`config.mk`:
```
export PLATFORM = sky130hd
export DESIGN_NAME = ocp_latchoff
export DESIGN_NICKNAME = d
export VERILOG_FILES = /design/src/rtl/ocp_pkg.sv /design/src/rtl/ocp_limit_sel.sv /design/src/rtl/ocp_arm.sv /design/src/rtl/ocp_trip_timer.sv /design/src/rtl/ocp_pg_delay.sv /design/src/rtl/ocp_latchoff.sv
export SDC_FILE = /design/constraint.sdc
export NUM_CORES = 1
export LEC_CHECK = 0
export ABC_AREA = 1
export BUFFER_PORTS_ARGS = -buffer_cell sky130_fd_sc_hd__buf_2
export CAP_MARGIN = 20
export CORE_MARGIN = 8
export CORE_UTILIZATION = 41
export CTS_BUF_LIST = sky130_fd_sc_hd__clkbuf_8
export DETAILED_ROUTE_END_ITERATION = 7
export PLACE_DENSITY = 0.71
export SETUP_SLACK_MARGIN = 0.3
export SLEW_MARGIN = 20
export SYNTH_ARGS = -nofsm -noshare
export SYNTH_HDL_FRONTEND = slang
export SYNTH_SLANG_ARGS = --single-unit
```
`constraint.sdc`:
```
create_clock -name clk_i -period 1.17 [get_ports clk_i]
set_input_delay 0.0585 -clock clk_i [delete_from_list [all_inputs] [get_ports clk_i]]
set_output_delay 0.0585 -clock clk_i [all_outputs]
set_load 0.02 [all_outputs]
```
`src/rtl/ocp_pkg.sv`:
```
package ocp_pkg;
  typedef enum logic [1:0] {
    CAUSE_NONE  = 2'b00,
    CAUSE_DELAY = 2'b01,
    CAUSE_IMM   = 2'b10
  } trip_cause_e;

  localparam logic [1:0] PS_FULL = 2'd0;
endpackage

```
`src/rtl/ocp_limit_sel.sv`:
```
module ocp_limit_sel #(
  parameter int CUR_W    = 8,
  parameter int PH_W     = 3,
  parameter int MAX_PH   = 4,
  parameter int BASE_LIM = 120
) (
  input  logic [1:0]       pstate_i,
  input  logic [PH_W-1:0]  phases_i,
  input  logic [CUR_W-1:0] cur_i,
  output logic             over_mod_o,
  output logic             over_sev_o
);
  import ocp_pkg::*;

  localparam int SEV_LIM = (BASE_LIM * 3) / 2;
  localparam int IDX_W   = (MAX_PH > 1) ? $clog2(MAX_PH) : 1;

  logic [CUR_W-1:0] mod_tab [MAX_PH];
  logic [CUR_W-1:0] sev_tab [MAX_PH];
  logic [IDX_W-1:0] idx;
  logic [CUR_W-1:0] mod_lim, sev_lim;

  // per-divisor limits fixed at elaboration, no runtime divider
  for (genvar g = 0; g < MAX_PH; g++) begin : g_tab
    assign mod_tab[g] = CUR_W'(BASE_LIM / (g + 1));
    assign sev_tab[g] = CUR_W'(SEV_LIM / (g + 1));
  end

  always_comb begin
    if (phases_i == '0)
      idx = '0;
    else if (int'(phases_i) > MAX_PH)
      idx = IDX_W'(MAX_PH - 1);
    else
      idx = IDX_W'(phases_i - 1'b1);
  end

  always_comb begin
    if (pstate_i == PS_FULL) begin
      mod_lim = CUR_W'(BASE_LIM);
      sev_lim = CUR_W'(SEV_LIM);
    end else begin
      mod_lim = mod_tab[idx];
      sev_lim = sev_tab[idx];
    end
  end

  assign over_mod_o = cur_i > mod_lim;
  assign over_sev_o = cur_i > sev_lim;


  always_comb begin
    lim_order_chk: assert (sev_lim >= mod_lim);
  end
endmodule

```
`src/rtl/ocp_arm.sv`:
```
module ocp_arm #(
  parameter int V_W      = 8,
  parameter int ARM_VOUT = 25,
  parameter int ARM_VREF = 30
) (
  input  logic           clk_i,
  input  logic           rst_ni,
  input  logic           enable_i,
  input  logic [V_W-1:0] vout_i,
  input  logic [V_W-1:0] vref_i,
  output logic           armed_o
);
  logic armed_q;

  always_ff @(posedge clk_i or negedge rst_ni) begin
    if (!rst_ni)
      armed_q <= 1'b0;
    else if (!enable_i)
      armed_q <= 1'b0;
    else if (vout_i > V_W'(ARM_VOUT) || vref_i > V_W'(ARM_VREF))
      armed_q <= 1'b1;
  end

  assign armed_o = armed_q;


  arm_sticky_chk: assert property (@(posedge clk_i) disable iff (!rst_ni)
    armed_q && enable_i |=> armed_q);
endmodule

```
`src/rtl/ocp_trip_timer.sv`:
```
module ocp_trip_timer #(
  parameter int DLY_CYC = 50
) (
  input  logic                  clk_i,
  input  logic                  rst_ni,
  input  logic                  enable_i,
  input  logic                  armed_i,
  input  logic                  over_mod_i,
  input  logic                  over_sev_i,
  output logic                  latched_o,
  output ocp_pkg::trip_cause_e  cause_o
);
  import ocp_pkg::*;

  localparam int CNT_W = $clog2(DLY_CYC + 1);
  localparam logic [CNT_W-1:0] CNT_LAST = CNT_W'(DLY_CYC - 1);

  logic [CNT_W-1:0] cnt_q;
  logic             latched_q;
  trip_cause_e      cause_q;

  always_ff @(posedge clk_i or negedge rst_ni) begin
    if (!rst_ni) begin
      cnt_q     <= '0;
      latched_q <= 1'b0;
      cause_q   <= CAUSE_NONE;
    end else if (!enable_i) begin
      cnt_q     <= '0;
      latched_q <= 1'b0;
      cause_q   <= CAUSE_NONE;
    end else if (!latched_q && armed_i) begin
      if (over_sev_i) begin
        latched_q <= 1'b1;
        cause_q   <= CAUSE_IMM;
        cnt_q     <= '0;
      end else if (over_mod_i) begin
        if (cnt_q == CNT_LAST) begin
          latched_q <= 1'b1;
          cause_q   <= CAUSE_DELAY;
          cnt_q     <= '0;
        end else begin
          cnt_q <= cnt_q + 1'b1;
        end
      end else begin
        cnt_q <= '0;
      end
    end else begin
      cnt_q <= '0;
    end
  end

  assign latched_o = latched_q;
  assign cause_o   = cause_q;


  delay_trip_chk: assert property (@(posedge clk_i) disable iff (!rst_ni)
    $rose(latched_q) && cause_q == CAUSE_DELAY |-> $past(cnt_q) == CNT_LAST);

  imm_trip_chk: assert property (@(posedge clk_i) disable iff (!rst_ni)
    enable_i && armed_i && !latched_q && over_sev_i |=> latched_q && cause_q == CAUSE_IMM);

  latch_hold_chk: assert property (@(posedge clk_i) disable iff (!rst_ni)
    latched_q && enable_i |=> latched_q);

  unarmed_chk: assert property (@(posedge clk_i) disable iff (!rst_ni)
    !armed_i && !latched_q |=> !latched_q);

  cause_hold_chk: assert property (@(posedge clk_i) disable iff (!rst_ni)
    latched_q && enable_i |=> $stable(cause_q));

  cnt_range_chk: assert property (@(posedge clk_i) disable iff (!rst_ni)
    cnt_q <= CNT_LAST);
endmodule

```
`src/rtl/ocp_pg_delay.sv`:
```
module ocp_pg_delay #(
  parameter int PG_DLY = 5
) (
  input  logic clk_i,
  input  logic rst_ni,
  input  logic enable_i,
  input  logic latched_i,
  output logic pg_drop_o
);
  localparam int PG_W = $clog2(PG_DLY + 1);
  localparam logic [PG_W-1:0] PG_END = PG_W'(PG_DLY);

  logic [PG_W-1:0] pg_cnt_q;

  always_ff @(posedge clk_i or negedge rst_ni) begin
    if (!rst_ni)
      pg_cnt_q <= '0;
    else if (!enable_i || !latched_i)
      pg_cnt_q <= '0;
    else if (pg_cnt_q != PG_END)
      pg_cnt_q <= pg_cnt_q + 1'b1;
  end

  assign pg_drop_o = (pg_cnt_q == PG_END);


  pg_after_latch_chk: assert property (@(posedge clk_i) disable iff (!rst_ni)
    pg_drop_o |-> latched_i);
endmodule

```
`src/rtl/ocp_latchoff.sv`:
```
module ocp_latchoff #(
  parameter int CUR_W    = 8,
  parameter int V_W      = 8,
  parameter int PH_W     = 3,
  parameter int MAX_PH   = 4,
  parameter int BASE_LIM = 120,
  parameter int DLY_CYC  = 50,
  parameter int PG_DLY   = 5,
  parameter int ARM_VOUT = 25,
  parameter int ARM_VREF = 30
) (
  input  logic             clk_i,
  input  logic             rst_ni,
  input  logic             enable_i,
  input  logic [CUR_W-1:0] cur_i,
  input  logic [1:0]       pstate_i,
  input  logic [PH_W-1:0]  phases_i,
  input  logic [V_W-1:0]   vout_i,
  input  logic [V_W-1:0]   vref_i,
  output logic             drive_en_o,
  output logic             pgood_o,
  output logic             shutdown_o,
  output logic [1:0]       trip_cause_o
);
  import ocp_pkg::*;

  logic        over_mod, over_sev, armed, latched, pg_drop;
  trip_cause_e cause;

  ocp_limit_sel #(
    .CUR_W(CUR_W), .PH_W(PH_W), .MAX_PH(MAX_PH), .BASE_LIM(BASE_LIM)
  ) u_lim (
    .pstate_i  (pstate_i),
    .phases_i  (phases_i),
    .cur_i     (cur_i),
    .over_mod_o(over_mod),
    .over_sev_o(over_sev)
  );

  ocp_arm #(
    .V_W(V_W), .ARM_VOUT(ARM_VOUT), .ARM_VREF(ARM_VREF)
  ) u_arm (
    .clk_i   (clk_i),
    .rst_ni  (rst_ni),
    .enable_i(enable_i),
    .vout_i  (vout_i),
    .vref_i  (vref_i),
    .armed_o (armed)
  );

  ocp_trip_timer #(.DLY_CYC(DLY_CYC)) u_tmr (
    .clk_i     (clk_i),
    .rst_ni    (rst_ni),
    .enable_i  (enable_i),
    .armed_i   (armed),
    .over_mod_i(over_mod),
    .over_sev_i(over_sev),
    .latched_o (latched),
    .cause_o   (cause)
  );

  ocp_pg_delay #(.PG_DLY(PG_DLY)) u_pg (
    .clk_i    (clk_i),
    .rst_ni   (rst_ni),
    .enable_i (enable_i),
    .latched_i(latched),
    .pg_drop_o(pg_drop)
  );

  assign drive_en_o   = enable_i & ~latched;
  assign pgood_o      = enable_i & armed & ~pg_drop;
  assign shutdown_o   = latched;
  assign trip_cause_o = cause;


  pg_late_chk: assert property (@(posedge clk_i) disable iff (!rst_ni)
    $rose(shutdown_o) |-> pgood_o);

  drv_off_chk: assert property (@(posedge clk_i) disable iff (!rst_ni)
    shutdown_o |-> !drive_en_o);

  cause_onehot_chk: assert property (@(posedge clk_i) disable iff (!rst_ni)
    $onehot0(trip_cause_o));
endmodule

```
==> reports/metrics.yaml <==
timing:
  rsz0062_at_grt: "yes"
  fmax_ghz: 0.589
  fin_ws_ps: -528
  finalSetupViolCount: 10
  hold_viol_final: 0
  slew_violations: 0
  timing.slew.headroom_pct: 79.7
  fin_crit_ps: 1700
  skew_ps: 0.755
  finalCritPeriodShare_pct: 145
  tns_ps: -4600
  worst_pin_slew_ps: 305
  whs_ps: 104
clocking:
  h-tree-depth: 1
  root_buffer: "clkbuf_8"
  numCtsBuffers: 3
  cts_buffer_depth: 2
  clkTransAtPathRegs_ps: 50
  cts_tree: "yes"
  cts.sinks: 13
  clk_latency_ps: 250
global_routing:
  grt_pass1_vias: 1288
  grt_overflow: 0
  grt_pass1_wl_mm: 5.18
  grt_usage_pct: 14.3
  antenna_found_initial: 0
  grt_max_degree: 14
placement:
  io_buffer_count: 35
  dp.final_hpwl_mm: 2.36
  place_congestion: 0.843
detailed_routing:
  drt_iter0_markers: 20
  drt_pass1_iterations: 4
  via_per_inst: 4.89
  vias: 1159
  drtAntennaViolNets: 0
  drc: 0
  routed_wl_mm: 3.25
  detail_route.wl_per_cell_um: 13.7
floorplanning:
  std_cell_rows: 19
  io_pins: 37
  initial_utilization_pct: 42.1
  die_y_um: 68.8
  die_w_um: 68.8
  core_um2: 2710
  die-area_um2: 4730
setup_path:
  critPathCaptureType: "flip-flop"
  cp.arrival_ps: 1840
  critPathKind: "in2reg"
  start_kind: "input port"
  cp_max_fo: 4
  cp.required_ps: 1310
finish:
  syn2layout_area_growth_pct: 67.5
  multi_input_area_um2: 975
  fillCellCount: 213
  nets: 257
  ff_latch_area_um2: 327
  diodes: 0
  drive_above_1_share_pct: 55.3
yosys:
  synth_cells: 145
  synth.avg_cell_area_um2: 7.87
  synth.ff_latch_count: 13
  synth_area_um2: 1140
  synth_nets: 195
  synth_cell_types: 28
  yosysSeqAreaShare_pct: 28.5
  yosys_warnings: 0
power:
  leakage_uw: 0.000945
  power_density_nw_per_um2: 792
  peakVddDrop_mv: 1.09
min_path:
  hp-class: "in2reg"
run:
  cap_violations: 0
status:
  status: "complete, but fails checks"
  failed_checks: "setup timing"
-- worst max-delay path, cell delays in order --
cell and delay (ps):
buf_8 110, inv_12 40, ha_4 120, inv_4 50, o21ai_4 230, a21oi_4 110
ha_1 330, inv_1 60, nor3_2 170, nand2_1 90, nand2_2 100, nand3_2 90
nand2_2 100, nand2_4 70, nand3_2 60, nand2_1 50
-- layer usage --
metal | routed length, µm | GRT usage (%) | vias to the layer above
met5 | 0 | 0 | -
met4 | 32 | 3.76 | 0
met3 | 128 | 4.52 | 5
met2 | 1700 | 25.8 | 27
met1 | 1380 | 16.0 | 528
li1 | - | - | 599
-- where the power goes --
part | total (µW) | internal, µW | switching (µW)
clock | 402 | 232 | 170
combinational | 621 | 292 | 329
sequential | 491 | 467 | 23.9
-- per-stage QoR --
stage | power [µW] | area (µm²) | util (%) | cells | setup slack, ps
after floorplan | 770 | 1220 | - | 145 | -517
after global placement | 912 | 1510 | 55.8 | 221 | -830
after CTS | 1430 | 1760 | 65.1 | 233 | -512
after detailed placement | 935 | 1510 | 55.8 | 221 | -887
after global routing | 1610 | 1910 | 70.5 | 237 | -661
final | 1510 | 1910 | 70.5 | 237 | -528
-- worst paths after layout --
kind                                 from                to  slack [ps]  depth (start not counted)
max                           phases_i[0]  u_tmr.cause_o[0]        -530                         16
min                             vref_i[6]     u_arm.armed_o         100                          5
max reg2reg                u_tmr.cnt_q[1]  u_tmr.cause_o[0]        -190                          9
min reg2reg                u_tmr.cnt_q[0]    u_tmr.cnt_q[0]         540                          2
max in group asynchronous          rst_ni   u_tmr.latched_o         680                          2
min in group asynchronous          rst_ni    u_tmr.cnt_q[2]         230                          2
-- sequential cells by signal, summed over array words and instances, names as in the netlist --
register and cells:
u_pg.pg_cnt_q 3, u_arm.armed_o 1, u_tmr.latched_o 1, u_tmr.cnt_q 6, u_tmr.cause_o 2
-- cell type report --
class / instances / share of cell area, %
Timing Repair Buffer: 58 / 22.1
Tap cell: 31 / 2.03
Multi-Input combinational cell: 109 / 51.0
Clock buffer: 3 / 2.16
Sequential cell: 13 / 17.1
Inverter: 22 / 5.50
Clock inverter: 1 / 0.196
-- synthesized netlist by cell type (all sizes together) --
cell	instances	area share [%]
and3b	1	0.77
o22ai	1	0.55
o21ai	5	2.5
nand3	7	3.5
o2111ai	1	0.77
o211ai	1	0.66
a21o	1	0.66
buf	1	0.44
xnor2	3	2.3
nor3	9	5.3
or2	1	0.55
inv	22	7.2
ha	18	20
dfrtp	13	29
nor2	13	5.9
nor4	1	0.55
nand2	35	12
a21oi	5	2.2
nor3b	1	0.66
xor2	2	1.5
nand4	4	3.5
-- cell families after synthesis --
kind of cell	synth area share (%)
AOI/OAI and AO/OA	7.35
xor gates and xnor gates	3.84
adders and majority gates	19.7
buffers and inverters	7.68
DFF	28.5
and+or+nand+nor	32.9
-- cell usage in the layout (no fill, tap or decap), types with 4 or more instances in the layout --
cell,instances
buf_2,28
buf_4,18
buf_6,9
dfrtp_1,12
ha_1,12
ha_4,6
inv_1,16
inv_2,4
nand2_1,24
nand2_2,8
nand3_1,4
nor2_1,5
nor2_4,5
nor3_2,8
-- repair_timing --
action	in CTS	in global routing
hold buffers	1	0
hold endpoints to repair	13	0
gates resized for setup	31	25
pin swaps	14	7
buffers inserted	7	4
endpoints found under the setup margin	17	18
Power figures use the tool's default switching activity.
